File: config.mk
export PLATFORM = sky130hd
export DESIGN_NAME = sd_cmd_issuer
export DESIGN_NICKNAME = d
export VERILOG_FILES = /design/src/rtl/sdc_pkg.sv /design/src/rtl/sdc_crc7.sv /design/src/rtl/sdc_frame_builder.sv /design/src/rtl/sdc_r1_decode.sv /design/src/rtl/sd_cmd_issuer.sv
export SDC_FILE = /design/constraint.sdc
export NUM_CORES = 1
export LEC_CHECK = 0
export BUFFER_PORTS_ARGS = -buffer_cell sky130_fd_sc_hd__buf_2
export CAP_MARGIN = 20
export CELL_PAD_IN_SITES_DETAIL_PLACEMENT = 1
export CELL_PAD_IN_SITES_GLOBAL_PLACEMENT = 2
export CORE_MARGIN = 1.5
export CORE_UTILIZATION = 37
export DETAILED_ROUTE_END_ITERATION = 10
export PLACE_DENSITY_LB_ADDON = 0.05
export SLEW_MARGIN = 20
export SYNTH_ARGS = -nofsm -noshare
export SYNTH_HDL_FRONTEND = slang
export SYNTH_HIERARCHICAL = 1
export SYNTH_SLANG_ARGS = --single-unit
File: constraint.sdc
create_clock -name clk -period 3.9 [get_ports clk]
set_input_delay 0 -clock clk [delete_from_list [all_inputs] [get_ports clk]]
set_output_delay 0 -clock clk [all_outputs]
set_load 0.02 [all_outputs]
File: src/rtl/sdc_pkg.sv
package sdc_pkg;
  localparam int IDX_W     = 6;
  localparam int ARG_W     = 32;
  localparam int ARG_BYTES = ARG_W / 8;
  localparam int FRAME_BYTES = ARG_BYTES + 3;

  localparam logic [7:0] FILL_BYTE     = 8'hFF;
  localparam logic [7:0] CMD_START     = 8'h40;
  localparam logic [7:0] FIXED_TRAILER = 8'h95;
  localparam logic [IDX_W-1:0] IDX_IF_COND  = 6'd8;
  localparam logic [IDX_W-1:0] IDX_READ_OCR = 6'd58;

  typedef enum logic [2:0] {
    ST_IDLE, ST_SEND, ST_POLL, ST_TRAIL, ST_FIN
  } sdc_state_e;
endpackage

File: src/rtl/sdc_crc7.sv
module sdc_crc7 #(
  parameter int MSG_BYTES = 5
) (
  input  logic [MSG_BYTES*8-1:0] msg,
  output logic [6:0]             crc
);
  localparam int MSG_BITS = MSG_BYTES * 8;
  logic [6:0] acc;
  logic       fb;

  always_comb begin
    acc = '0;
    fb  = 1'b0;
    for (int i = MSG_BITS - 1; i >= 0; i--) begin
      fb  = acc[6] ^ msg[i];
      acc = {acc[5:0], 1'b0};
      if (fb) acc = acc ^ 7'h09;
    end
    crc = acc;
  end
endmodule

File: src/rtl/sdc_frame_builder.sv
module sdc_frame_builder
  import sdc_pkg::*;
#(
  parameter int SEL_W = $clog2(FRAME_BYTES)
) (
  input  logic [IDX_W-1:0] idx,
  input  logic [ARG_W-1:0] arg,
  input  logic             crc_en,
  input  logic [SEL_W-1:0] sel,
  output logic [7:0]       byte_out
);
  logic [7:0] cmd_byte;
  logic [6:0] crc;
  logic [7:0] trailer;
  logic [7:0] frame [FRAME_BYTES];

  assign cmd_byte = CMD_START | {{(8-IDX_W){1'b0}}, idx};

  sdc_crc7 #(.MSG_BYTES(ARG_BYTES + 1)) crc_i (
    .msg({cmd_byte, arg}),
    .crc(crc)
  );

  assign trailer = crc_en ? {crc, 1'b1} : FIXED_TRAILER;

  assign frame[0] = FILL_BYTE;
  assign frame[1] = cmd_byte;
  for (genvar g = 0; g < ARG_BYTES; g++) begin : g_arg
    assign frame[2+g] = arg[ARG_W-1-8*g -: 8];
  end
  assign frame[FRAME_BYTES-1] = trailer;

  assign byte_out = (int'(sel) < FRAME_BYTES) ? frame[sel] : FILL_BYTE;
endmodule

File: src/rtl/sdc_r1_decode.sv
module sdc_r1_decode (
  input  logic [7:0] r1,
  input  logic       timed_out,
  output logic       f_crc,
  output logic       f_err,
  output logic       f_idle,
  output logic       clean
);
  assign f_crc  = !timed_out && r1[3];
  assign f_err  = !timed_out && (r1[7:1] != 7'd0);
  assign f_idle = !timed_out && r1[0];
  assign clean  = !timed_out && (r1[7:1] == 7'd0);
endmodule

File: src/rtl/sd_cmd_issuer.sv
module sd_cmd_issuer
  import sdc_pkg::*;
#(
  parameter int POLL_MAX    = 8,
  parameter int TRAIL_BYTES = 4
) (
  input  logic             clk,
  input  logic             rst_n,
  input  logic             start,
  input  logic [IDX_W-1:0] cmd_idx,
  input  logic [ARG_W-1:0] cmd_arg,
  input  logic             crc_en,
  input  logic             trail_en,
  output logic             busy,
  output logic             done,
  output logic [7:0]       r1_byte,
  output logic             flag_timeout,
  output logic             flag_crc,
  output logic             flag_err,
  output logic             flag_idle,
  output logic [8*TRAIL_BYTES-1:0] trail_word,
  output logic             xchg_valid,
  output logic [7:0]       xchg_tx,
  input  logic             xchg_done,
  input  logic [7:0]       xchg_rx
);
  localparam int SEL_W  = $clog2(FRAME_BYTES);
  localparam int MAXC   = (POLL_MAX > FRAME_BYTES) ?
                          ((POLL_MAX > TRAIL_BYTES) ? POLL_MAX : TRAIL_BYTES) :
                          ((FRAME_BYTES > TRAIL_BYTES) ? FRAME_BYTES : TRAIL_BYTES);
  localparam int CNT_W  = $clog2(MAXC + 1);
  localparam int TW     = 8 * TRAIL_BYTES;

  sdc_state_e       state;
  logic [CNT_W-1:0] cnt;
  logic [IDX_W-1:0] lat_idx;
  logic [ARG_W-1:0] lat_arg;
  logic             lat_crc, lat_trail;
  logic [7:0]       r1_q;
  logic             timeout_q;
  logic [TW-1:0]    trail_q;
  logic [7:0]       frame_byte;
  logic             want_trail;
  logic             rx_clean;
  logic             unused_f;

  sdc_frame_builder #(.SEL_W(SEL_W)) frame_i (
    .idx(lat_idx), .arg(lat_arg), .crc_en(lat_crc),
    .sel(cnt[SEL_W-1:0]), .byte_out(frame_byte)
  );

  sdc_r1_decode dec_out_i (
    .r1(r1_q), .timed_out(timeout_q),
    .f_crc(flag_crc), .f_err(flag_err), .f_idle(flag_idle), .clean(unused_f)
  );

  assign rx_clean   = (xchg_rx[7:1] == 7'd0);
  assign want_trail = lat_trail && (lat_idx == IDX_IF_COND || lat_idx == IDX_READ_OCR);

  always_ff @(posedge clk or negedge rst_n) begin
    if (!rst_n) begin
      state     <= ST_IDLE;
      cnt       <= '0;
      lat_idx   <= '0;
      lat_arg   <= '0;
      lat_crc   <= 1'b0;
      lat_trail <= 1'b0;
      r1_q      <= FILL_BYTE;
      timeout_q <= 1'b0;
      trail_q   <= '0;
    end else begin
      case (state)
        ST_IDLE: if (start) begin
          lat_idx   <= cmd_idx;
          lat_arg   <= cmd_arg;
          lat_crc   <= crc_en;
          lat_trail <= trail_en;
          r1_q      <= FILL_BYTE;
          timeout_q <= 1'b0;
          trail_q   <= '0;
          cnt       <= '0;
          state     <= ST_SEND;
        end
        ST_SEND: if (xchg_done) begin
          if (cnt == CNT_W'(FRAME_BYTES - 1)) begin
            cnt   <= '0;
            state <= ST_POLL;
          end else cnt <= cnt + 1'b1;
        end
        ST_POLL: if (xchg_done) begin
          if (cnt != '0 && !xchg_rx[7]) begin
            r1_q <= xchg_rx;
            cnt  <= '0;
            state <= (want_trail && rx_clean) ? ST_TRAIL : ST_FIN;
          end else if (cnt == CNT_W'(POLL_MAX - 1)) begin
            r1_q      <= FILL_BYTE;
            timeout_q <= 1'b1;
            state     <= ST_FIN;
          end else cnt <= cnt + 1'b1;
        end
        ST_TRAIL: if (xchg_done) begin
          trail_q <= {trail_q[TW-9:0], xchg_rx};
          if (cnt == CNT_W'(TRAIL_BYTES - 1)) state <= ST_FIN;
          else cnt <= cnt + 1'b1;
        end
        default: state <= ST_IDLE;
      endcase
    end
  end

  assign busy         = (state != ST_IDLE);
  assign done         = (state == ST_FIN);
  assign xchg_valid   = (state == ST_SEND) || (state == ST_POLL) || (state == ST_TRAIL);
  assign xchg_tx      = (state == ST_SEND) ? frame_byte : FILL_BYTE;
  assign r1_byte      = r1_q;
  assign flag_timeout = timeout_q;
  assign trail_word   = trail_q;

  p_valid_needs_busy_r10: assert property (@(posedge clk) disable iff (!rst_n)
    xchg_valid |-> busy);
  p_tx_hold_r10: assert property (@(posedge clk) disable iff (!rst_n)
    (xchg_valid && !xchg_done) |=> (xchg_valid && $stable(xchg_tx)));
  p_done_single_r9: assert property (@(posedge clk) disable iff (!rst_n)
    done |=> (!done && !busy));
  p_start_ignored_r9: assert property (@(posedge clk) disable iff (!rst_n)
    (busy && !done) |=> ($stable(lat_idx) && $stable(lat_arg)));
  p_timeout_clean_r6: assert property (@(posedge clk) disable iff (!rst_n)
    (done && flag_timeout) |-> (r1_byte == 8'hFF && !flag_crc && !flag_err && !flag_idle));
  p_accept_msb_r5: assert property (@(posedge clk) disable iff (!rst_n)
    (done && !flag_timeout) |-> !r1_byte[7]);
  p_poll_bound_r5: assert property (@(posedge clk) disable iff (!rst_n)
    (state == ST_POLL) |-> (cnt < CNT_W'(POLL_MAX)));
endmodule

After elaboration in Yosys (flattened, before gate mapping). Cells that the tools add are included.

Logic and storage cells: 208. Output and inout port bits: 55. Bits of input ports: 52. Register bits after elaboration: 88.

Bitwise operators: 75. Muxes and demuxes: 76. Order comparisons: 2. Add/subtract/negate cells: 1. Reductions and logical operators: 25. Equal/unequal tests: 20.

Operator list (number): $mux W4 (46); $not A2 Y2 (37); $mux W8 (9); $mux W32 (2); $pmux W32 S2 (1); $xor A1 B1 Y1 (34); $mux W3 (9); $bmux W8 S3 (1); $ne A2 B2 Y1 const B (9); $pmux W4 S4 (1); $pmux W8 S2 (1); $reduce_and A7 Y1 (2); $pmux W3 S4 (1); $eq A4 B3 Y1 const B (2); $reduce_bool A4 Y1 (2); $logic_not A7 Y1 (1); $reduce_bool A7 Y1 (1); $eq A3 B2 Y1 const B (2); $eq A6 B4 Y1 const B (1); $eq A6 B6 Y1 const B (1); $logic_and A1 B1 Y1 (6); $ne A3 B3 Y1 const B (2); $reduce_and A5 Y1 (1); $add A4 B1 Y4 const B (1); other kinds (17) (26).

Logic depth before layout (Yosys ltp). Gate-level depths: netlist (run 1).

Depth in word-level cells: 81. Mapped depth: 9. Gate-level depth less buffers: 9.

Hierarchy. The synthesis (run 1) kept the hierarchy.

By module, submodules not included: sd_cmd_issuer (area an instance 3628.5 um^2, cells each 259, times used 1, seq. area each 2212.1 um^2); sdc_crc7 (area an instance 968.4 um^2, cells each 61, times used 1, seq. area each 0.0 um^2); sdc_frame_builder (area an instance 508.0 um^2, cells each 68, times used 1, seq. area each 0.0 um^2); sdc_r1_decode (area an instance 43.8 um^2, cells each 6, times used 1, seq. area each 0.0 um^2).

Worst setup path after synthesis (run 1). OpenSTA, ideal clock, no wires.

Path kind: register to output. Start point: register lat_idx[1]. End point: output port xchg_tx[5]. Data required time: 3.900 ns. Path slack: 1.063 ns. Path buffers: 0. Arrival time: 2.837 ns. Cell stages (with the launch flop): 9. Cell sequence: dfrtp_1 xnor3_1 xnor2_2 xnor3_1 xnor3_1 xor3_1 a311oi_1 o32ai_2 or2b_1.

Longest elaborated chain between the ends: 34. Elaborated cells between the ends (all ways): 69. Classes of those cells: mux (39); bitwise (30).

RTL lines: from (decl) (RTL line sd_cmd_issuer.sv:36) `logic [IDX_W-1:0] lat_idx;`; from (signal assigned) (RTL line sd_cmd_issuer.sv:74) `lat_idx <= cmd_idx;`; $xor A1 B1 Y1 * (RTL line sdc_crc7.sv:15) `fb = acc[6] ^ msg[i];`; $mux W4 * (RTL line sdc_crc7.sv:17) `if (fb) acc = acc ^ 7'h09;`; $xor A1 B1 Y1 / $mux W4 (equally long branches) (RTL line sdc_crc7.sv:15, sdc_crc7.sv:17); $mux W4 (RTL line sdc_crc7.sv:17); $xor A1 B1 Y1 (tied with other cells) (RTL line sdc_crc7.sv:15); $mux W4 (RTL line sdc_crc7.sv:17); $mux W4 (tied with other cells) (RTL line sdc_crc7.sv:17); $mux W4 (RTL line sdc_crc7.sv:17); (+19 left out); $mux W4 * (RTL line sdc_crc7.sv:17); net frame_i.crc[4] (RTL line sdc_frame_builder.sv:13) `logic [6:0] crc;`; $mux W8 * (RTL line sdc_frame_builder.sv:24) `assign trailer = crc_en ? {crc, 1'b1} : FIXED_TRAILER;`; $bmux W8 S3 * (RTL line sdc_frame_builder.sv:33) `assign byte_out = (int'(sel) < FRAME_BYTES) ? frame[sel] : FILL_BYTE;`; $mux W8 (implied by the code) * (2 in a row) (RTL line sdc_frame_builder.sv:33); $mux W8 * (RTL line sdc_frame_builder.sv:33); net frame_byte[5] (RTL line sd_cmd_issuer.sv:42) `logic [7:0] frame_byte;`; $mux W8 * (RTL line sd_cmd_issuer.sv:114) `assign xchg_tx = (state == ST_SEND) ? frame_byte : FILL_BYTE;`; to (decl) (RTL line sd_cmd_issuer.sv:23) `output logic [7:0] xchg_tx,`.

The timed path passes the listed nets; every way through them passes the cells marked *. The select of a mux whose other input is x is not followed.

Worst setup path in the final report (run 1). Same ends and word-level chain as after synthesis.

==> results_dict.tcl, run 1 <==
set metrics [dict create \
    fp-row-count 42 \
    final_nets 598 \
    grt_remaining_overflow 0 \
    slew_headroom 0.471 \
    post_synth.cell_area_avg_um2 13.1 \
    slew_of_the_pin_with_the_lowest_slew_margin_ps 791 \
    cts_post_setup_buffers_inserted 0 \
    layout_area_overhead_pct 27.9 \
    path_max_fanout 7 \
    grt_pass1_wl_mm 22.9 \
    synthesis.instances 393 \
    drc_errors 0 \
    drtAntennaViolNets 0 \
    initial_util 0.384 \
    post-route-min-period_ps 3500 \
    cts-buffers-inserted 9 \
    critical_path.startpoint_type "flop" \
    ctsRootBufferMaster "sky130_fd_sc_hd__clkbuf_16" \
    wl_mm 14.2 \
    grt_antenna_before_repair 0 \
    cts_num_sinks 88 \
    vias 3815 \
    clk_latency_ps 350 \
    clock_tree_from_tritoncts "yes" \
    setup-violations-final 0 \
    gp_congestion 0.784 \
    timing.critical_path.arrival_ps 3500 \
    maximum_clock_path_buffer_count 2 \
    hp-class "input pin to async pin" \
    crit_path_end_kind "primary output" \
    fp.dieW_um 121 \
    chipHeight_um 121 \
    rsz0062_at_grt "false" \
    route.detailed.wl_per_inst_um 19.7 \
    run_status "completed" \
    post_layout_nonfiller_instances 724 \
    gr-usage-all-layers 0.207 \
    detail_route.first_pass.iterations 4 \
    maxCapViolations 0 \
    grtUsageMet2 0.354 \
    top_level_ports 107 \
    dp_cells 658 \
    fin_tns_setup_ps 0 \
    synth-warning-count 6 \
    deepest_level_of_the_cts_h_tree 3 \
    coreArea_um2 13400 \
    busiest_layer "met2" \
    drive_gt1_frac 0.367 \
    global_route.usage.met1 0.266 \
    port_buffers 106 \
    max_freq_mhz 286 \
    cts.repair.resized 0 \
    timing.final.max_slew_violations 0 \
    post_drt_via_cell_ratio 5.27 \
    cts.reportedPaths.clkPinSlew_ps 70 \
    final_min_period_over_clock_period 0.896 \
    mapped_area_um2 5140 \
    finalHoldViolCount 0 \
    dp.final_hpwl_mm 10.0 \
    maximum_number_of_pins_on_one_net_before_global_route_repair 55 \
    first_global_vias 4058 \
    antenna-diode-count 0 \
    final_core_utilization 0.491 \
    critical_path_required_ps 3900 \
    globalRouteMet3Util 0.0498 \
    critical_path_start_end_classification "flop to primary output" \
    clock_skew_ps 6.02 \
    cts_hold_buf 50 \
    design.die.area_um2 14600 \
    drt_iter0_markers 213 \
]
==> worst paths after layout <==
| path | startpoint | endpoint | slack (ps) | cells past startpoint |
|---|---|---|---|---|
| max | lat_idx[1]$_DFFE_PN0P_ | xchg_tx[5] | 400 | 9 |
| min | rst_n | flag_timeout$_DFFE_PN0P_ | 250 | 2 |
| max reg2reg | cnt[0]$_DFFE_PN0P_ | cnt[2]$_DFFE_PN0P_ | 1510 | 6 |
| min reg2reg | trail_word[24]$_DFFE_PN0P_ | trail_word[24]$_DFFE_PN0P_ | 500 | 1 |
| max in group asynchronous | rst_n | cnt[2]$_DFFE_PN0P_ | 2700 | 3 |
| min in group clk | start | r1_byte[4]$_DFFE_PN1P_ | 330 | 5 |
==> cell type report <==
type                    count  area [µm²]
multi-input cells         275        2760
well taps                 176         220
repair buffers            161        1070
inverters                   8        30.0
fillers                  1436        6830
flip-flops and latches     88        2210
clock buffers               9         225
clock inverters             7        60.1
==> sequential cells by signal (all words and copies together), names as in the netlist <==
signal,cells
r1_byte,8
lat_arg,32
cnt,4
flag_timeout,1
lat_crc,1
trail_word,32
state,3
lat_trail,1
lat_idx,6
==> cells in the final DEF, fill, tap and decap left out, drive strengths merged, types with 8 or more instances in the layout <==
master,count
dfrtp,80
nand2b,12
o22a,8
dlygate4sd3,50
dfstp,8
xnor3,20
clkbuf,9
o211ai,8
nor2,12
xnor2,25
buf,111
xor2,9
nor2b,12
a22o,32
mux2,43
inv,13
==> critical path, stage by stage, from the launching register on <==
cell and delay, ps:
sky130_fd_sc_hd__dfrtp_1 450, sky130_fd_sc_hd__xnor3_1 470, sky130_fd_sc_hd__xnor2_2 270, sky130_fd_sc_hd__xnor3_1 510
sky130_fd_sc_hd__xnor3_1 400, sky130_fd_sc_hd__xor3_1 210, sky130_fd_sc_hd__a311oi_1 320, sky130_fd_sc_hd__o32ai_2 120
sky130_fd_sc_hd__or2b_1 250, sky130_fd_sc_hd__buf_2 160
==> stage by stage <==
step                      hold WS [ps]  setup slack, ps  cell area (µm²)
after floorplan                   -296             1060             5150
after global placement            97.1              822             5790
after detailed placement           102              766             5790
after CTS                          269              360             6570
after global routing               301              193             6580
final                              250              404             6580
==> routing by layer <==
| metal | part of all wire | vias up |
|---|---|---|
| met2 | 0.52 | 87 |
| li1 | - | 1757 |
| met5 | 0 | - |
| met4 | 0.012 | 0 |
| met1 | 0.44 | 1959 |
| met3 | 0.035 | 12 |
Power of run 1 is left out: the tool's default activity adds up to more than one toggle a clock period on the data nets, which glitch-free logic cannot reach.
==> inputs of run 2 (changes only) <==
--- a/config.mk
+++ b/config.mk
@@ -10,11 +10,10 @@
 export CELL_PAD_IN_SITES_DETAIL_PLACEMENT = 1
 export CELL_PAD_IN_SITES_GLOBAL_PLACEMENT = 2
 export CORE_MARGIN = 1.5
-export CORE_UTILIZATION = 37
+export CORE_UTILIZATION = 35
 export DETAILED_ROUTE_END_ITERATION = 10
 export PLACE_DENSITY_LB_ADDON = 0.05
 export SLEW_MARGIN = 20
 export SYNTH_ARGS = -nofsm -noshare
 export SYNTH_HDL_FRONTEND = slang
-export SYNTH_HIERARCHICAL = 1
 export SYNTH_SLANG_ARGS = --single-unit
==> results_dict.tcl, run 2 <==
set metrics [dict create \
    route.detailed.wl_per_inst_um 18.1 \
    max_freq_mhz 325 \
    ys_seq_area_frac 0.442 \
    synth_area_leader_cell "sky130_fd_sc_hd__dfrtp_1" \
    critical_path_start_end_classification "flop to primary output" \
    fp-row-count 43 \
    port_buffers 106 \
    synth_commonest_cells "83 x sky130_fd_sc_hd__nand2_1, 80 x sky130_fd_sc_hd__dfrtp_1, 47 x sky130_fd_sc_hd__o21ai_0" \
    final_min_period_over_clock_period 0.790 \
    post-route-min-period_ps 3080 \
    dp_cells 738 \
    ctsRootBufferMaster "sky130_fd_sc_hd__clkbuf_16" \
    critical_path_required_ps 3900 \
    cts-buffers-inserted 9 \
    cell_depth_of_the_worst_min_delay_path 3 \
    yosys_reg_bits 88 \
    post_drt_via_cell_ratio 5.06 \
    synth-warning-count 0 \
    vias 4060 \
    timing.critical_path.arrival_ps 3080 \
    finalHoldViolCount 0 \
    netlist_top_cells_area "sky130_fd_sc_hd__dfrtp_1 40%, sky130_fd_sc_hd__mux2_2 9.0%, sky130_fd_sc_hd__xnor3_1 8.6%" \
    setup-violations-final 0 \
    final.setup.worst_slack_ps 820 \
    grt_antenna_before_repair 0 \
    r2r-end "state[0]$_DFFE_PN0P_" \
    synth_cell_types 53 \
    final_nets 673 \
    clk_latency_ps 350 \
    deepest_level_of_the_cts_h_tree 3 \
    design.die.area_um2 15000 \
    cts_post_setup_buffers_inserted 0 \
    clock_skew_ps 8.62 \
    dp.final_hpwl_mm 10.6 \
    synthesis.instances 471 \
    drtAntennaViolNets 0 \
    maximum_number_of_pins_on_one_net_before_global_route_repair 52 \
    timing.rr.start "cnt[1]$_DFFE_PN0P_" \
    worstRegToRegCells 8 \
    gr-usage-all-layers 0.204 \
    final_cell_mix "105 x sky130_fd_sc_hd__buf_2, 83 x sky130_fd_sc_hd__nand2_1, 79 x sky130_fd_sc_hd__dfrtp_1" \
    yosys_most_used_dff "sky130_fd_sc_hd__dfrtp_1" \
    path_max_fanout 5 \
    maxCapViolations 0 \
    postLayoutCellArea_um2 6490 \
    worst-r2r-setup-slack_ps 1370 \
    post_layout_nonfiller_instances 803 \
    slew_headroom 0.383 \
    gp_congestion 0.873 \
    run_status "completed" \
    hp-class "input pin to flop" \
    layout_area_overhead_pct 29.8 \
    cts_num_sinks 88 \
    post_synth.cell_area_avg_um2 10.6 \
    grt_pass1_wl_mm 23.0 \
    maximum_clock_path_buffer_count 2 \
    detailed_place.area_um2 5740 \
    coreArea_um2 13900 \
    critical_path.startpoint_type "flop" \
    crit_path_end_kind "primary output" \
    pre_cts_slack_ps 1170 \
    hp-start "xchg_done" \
    drc_errors 0 \
    first_global_vias 4246 \
    ys_async_sr_fraction 1.00 \
    mapped_area_um2 5000 \
    timing.hold.worst_endpoint "flag_timeout$_DFFE_PN0P_" \
    wl_mm 14.5 \
    timing.final.max_slew_violations 0 \
    fin_tns_setup_ps 0 \
    drive_gt1_frac 0.292 \
    drt_iter0_markers 156 \
    most_common_cell_after_layout_fill_and_taps_aside "sky130_fd_sc_hd__buf_2" \
    initial_util 0.359 \
    antenna-diode-count 0 \
    synth_top_cell_area_share 0.400 \
    cts.reportedPaths.clkPinSlew_ps 70 \
    synth_edf_count 0 \
    clock_tree_from_tritoncts "yes" \
    synth.most_common_cell "sky130_fd_sc_hd__nand2_1" \
    chipHeight_um 123 \
    top_level_ports 107 \
    postSynthNetCount 526 \
    slew_of_the_pin_with_the_lowest_slew_margin_ps 923 \
    fp.dieW_um 123 \
    grt_remaining_overflow 0 \
    detail_route.first_pass.iterations 4 \
    rsz0062_at_grt "false" \
    crit_path_start "lat_idx[0]$_DFFE_PN0P_" \
]
[run 2: critical path, cell delays in order (launching register included)]
cell and delay [ps]:
sky130_fd_sc_hd__dfrtp_1 420, sky130_fd_sc_hd__xnor3_2 460, sky130_fd_sc_hd__xnor3_2 470, sky130_fd_sc_hd__xor3_1 430
sky130_fd_sc_hd__xor2_1 180, sky130_fd_sc_hd__xnor3_1 400, sky130_fd_sc_hd__o21ai_0 170, sky130_fd_sc_hd__buf_2 200
[run 2: area by class of cell]
type	instances	area, µm²
Multi-Input combinational cell	349	2680
Inverter	7	26.3
Sequential cell	88	2210
Clock buffer	13	240
Tap cell	180	225
Fill cell	1599	7450
Clock inverter	3	21.3
Timing Repair Buffer	163	1080
[run 2: cells by family (layout without fill, tap and decap cells)]
| kind of cell | count (synthesis) | in the layout | synth area share |
|---|---|---|---|
| buffers and inverters | 34 | 186 | 0.0260 |
| multiplexers | 52 | 52 | 0.114 |
| XOR/XNOR | 55 | 55 | 0.164 |
| adder cells (fa/ha/maj) | 3 | 3 | 0.00751 |
| AND/OR/NAND/NOR | 144 | 144 | 0.125 |
| AO/OA/AOI/OAI | 95 | 95 | 0.121 |
| flip-flops | 88 | 88 | 0.442 |
[run 2: worst max path at each step]
stage | endpoint
final | xchg_tx[6]
after global routing | xchg_tx[4]
after CTS | xchg_tx[6]
after detailed placement | xchg_tx[6]
after global placement | xchg_tx[7]
after floorplan | xchg_tx[6]
[run 2: timing repair]
| item | 4_1_cts | 5_1_grt |
|---|---|---|
| hold buffers | 49 | 0 |
| endpoints found under the hold margin | 97 | 0 |
| resized for setup | 0 | 0 |
| endpoints found under the setup margin | 0 | 0 |
[run 2: routing by layer]
metal,track usage,part of all wire,vias to the layer above
met3,0.0325,0.040,13
li1,-,-,1944
met2,0.347,0.49,84
met5,0,0,-
met1,0.268,0.45,2019
met4,0.0640,0.015,0
[run 2: through the flow]
stage | util | hold slack [ps]
final | 0.466 | 215
after global routing | 0.466 | 240
after CTS | 0.466 | 204
after detailed placement | 0.412 | 96.1
after global placement | 0.412 | 101
after floorplan | - | -296
Power of run 2 is left out for the same reason.
==> inputs of run 3 (changes only) <==
==> constraint.sdc (replaced) <==
create_clock -name clk -period 3.25 [get_ports clk]
set_input_delay 0 -clock clk [delete_from_list [all_inputs] [get_ports clk]]
set_output_delay 0 -clock clk [all_outputs]
set_load 0.02 [all_outputs]
==> results_dict.tcl, run 3 (synthesis gave the netlist of run 2 again) <==
set metrics [dict create \
    slew_of_the_pin_with_the_lowest_slew_margin_ps 849 \
    final_nets 677 \
    cts.repair.resized 0 \
    cts_post_setup_buffers_inserted 0 \
    timing.final.max_slew_violations 0 \
    grt_antenna_before_repair 0 \
    hp-class "input pin to async pin" \
    clock_skew_ps 3.98 \
    maximum_number_of_pins_on_one_net_before_global_route_repair 65 \
    port_buffers 106 \
    vias 4079 \
    wl_mm 14.5 \
    post-route-min-period_ps 3070 \
    path_common_cell "sky130_fd_sc_hd__xnor3_1" \
    path_max_fanout 6 \
    chipHeight_um 123 \
    ctsRootBufferMaster "sky130_fd_sc_hd__clkbuf_16" \
    layout_area_overhead_pct 30.7 \
    cts_hold_buf 49 \
    grt_pass1_wl_mm 22.9 \
    drive_gt1_frac 0.301 \
    fp.dieW_um 123 \
    post_drt_via_cell_ratio 5.05 \
    dp.final_hpwl_mm 10.6 \
    setup-violations-final 0 \
    crit_path_start "lat_idx[3]$_DFFE_PN0P_" \
    cts_num_sinks 88 \
    timing.rr.start "cnt[1]$_DFFE_PN0P_" \
    max_freq_mhz 326 \
    final_min_period_over_clock_period 0.944 \
    critical_path.startpoint_type "flop" \
    antenna-diode-count 0 \
    coreArea_um2 13900 \
    fin_tns_setup_ps 0 \
    r2r-end "cnt[3]$_DFFE_PN0P_" \
    gr-usage-all-layers 0.204 \
    fp-row-count 43 \
    cp_top_family "XOR/XNOR gates" \
    drt_iter0_markers 179 \
    critical_path_required_ps 3250 \
    worst_path_largest_cell_delay_ps 530 \
    slew_headroom 0.430 \
    cts-buffers-inserted 9 \
    clock_tree_from_tritoncts "yes" \
    initial_util 0.359 \
    run_status "completed" \
    detail_route.first_pass.iterations 4 \
    design.die.area_um2 15000 \
    final_cell_mix "105 x sky130_fd_sc_hd__buf_2, 83 x sky130_fd_sc_hd__nand2_1, 80 x sky130_fd_sc_hd__dfrtp_1" \
    finalHoldViolCount 0 \
    route.detailed.wl_per_inst_um 18.0 \
    most_common_cell_after_layout_fill_and_taps_aside "sky130_fd_sc_hd__buf_2" \
    clk_latency_ps 340 \
    layout.area.seq_um2 2210 \
    deepest_level_of_the_cts_h_tree 3 \
    worstRegToRegCells 7 \
    timing.critical_path.arrival_ps 3070 \
    worst-r2r-setup-slack_ps 710 \
    maximum_clock_path_buffer_count 2 \
    drtAntennaViolNets 0 \
    cts.reportedPaths.clkPinSlew_ps 70 \
    wp_buf_inv 1 \
    multi_input_comb_area_um2 2680 \
    critical_path.slowest_cell "sky130_fd_sc_hd__xor3_1" \
    rsz0062_at_grt "false" \
    maxCapViolations 0 \
    crit_path_end_kind "primary output" \
    gp_congestion 0.886 \
    critical_path_start_end_classification "flop to primary output" \
    drc_errors 0 \
    first_global_vias 4206 \
    fillCellCount 1550 \
    grt_remaining_overflow 0 \
    path_cells "xor3_1 -> xnor3_2 -> xnor3_1 -> xnor3_1 -> a21oi_1 -> a2111o_1 -> buf_2" \
    top_level_ports 107 \
]
==> run 3: changes by cell type in the layout (fill, tap and decap cells not counted), moves of 2 or more <==
cell                       delta
sky130_fd_sc_hd__buf_4        +4
sky130_fd_sc_hd__clkbuf_1     -4
sky130_fd_sc_hd__inv_6        +2
sky130_fd_sc_hd__clkinv_2     +2
==> run 3: how the worst max path moves through the flow <==
stage | to | slack [ps] | depth (start not counted)
after floorplan | xchg_tx[6] | 510 | 7
after global placement | xchg_tx[7] | 600 | 7
after detailed placement | xchg_tx[7] | 550 | 7
after CTS | xchg_tx[2] | 160 | 7
after global routing | xchg_tx[7] | 40 | 7
final | xchg_tx[2] | 180 | 7
==> run 3: cell type report <==
type | instances | share of cell area
multi-input combinational | 349 | 0.410
sequential | 88 | 0.339
timing repair buffer | 167 | 0.170
clock inverter | 6 | 0.00613
clock buffer | 10 | 0.0366
inverter | 7 | 0.00402
tap | 180 | 0.0345
==> run 3: metal layers <==
layer / global-route usage / part of all wire
met5: 0 / 0
met4: 0.0778 / 0.021
met3: 0.0270 / 0.032
met2: 0.347 / 0.49
met1: 0.265 / 0.45
==> run 3: per-stage QoR <==
stage	instances	utilization	hold slack, ps	setup slack, ps	area (µm²)
global placement	742	0.414	-4.53	601	5770
floorplan	471	-	-296	510	5000
global route	807	0.469	203	36.9	6540
CTS	807	0.469	177	157	6540
detailed placement	742	0.414	5.36	551	5770
finish	807	0.469	157	183	6540
==> run 3: worst reg2reg max path, stage by stage, from the launching register on <==
cell                       delay (ps)
sky130_fd_sc_hd__dfrtp_1          530
sky130_fd_sc_hd__buf_4            260
sky130_fd_sc_hd__ha_1             220
sky130_fd_sc_hd__nor2b_1          180
sky130_fd_sc_hd__a311oi_1         740
sky130_fd_sc_hd__nand2_1          250
sky130_fd_sc_hd__nor3_1           200
sky130_fd_sc_hd__a21o_1           100
Power of run 3 is left out for the same reason.
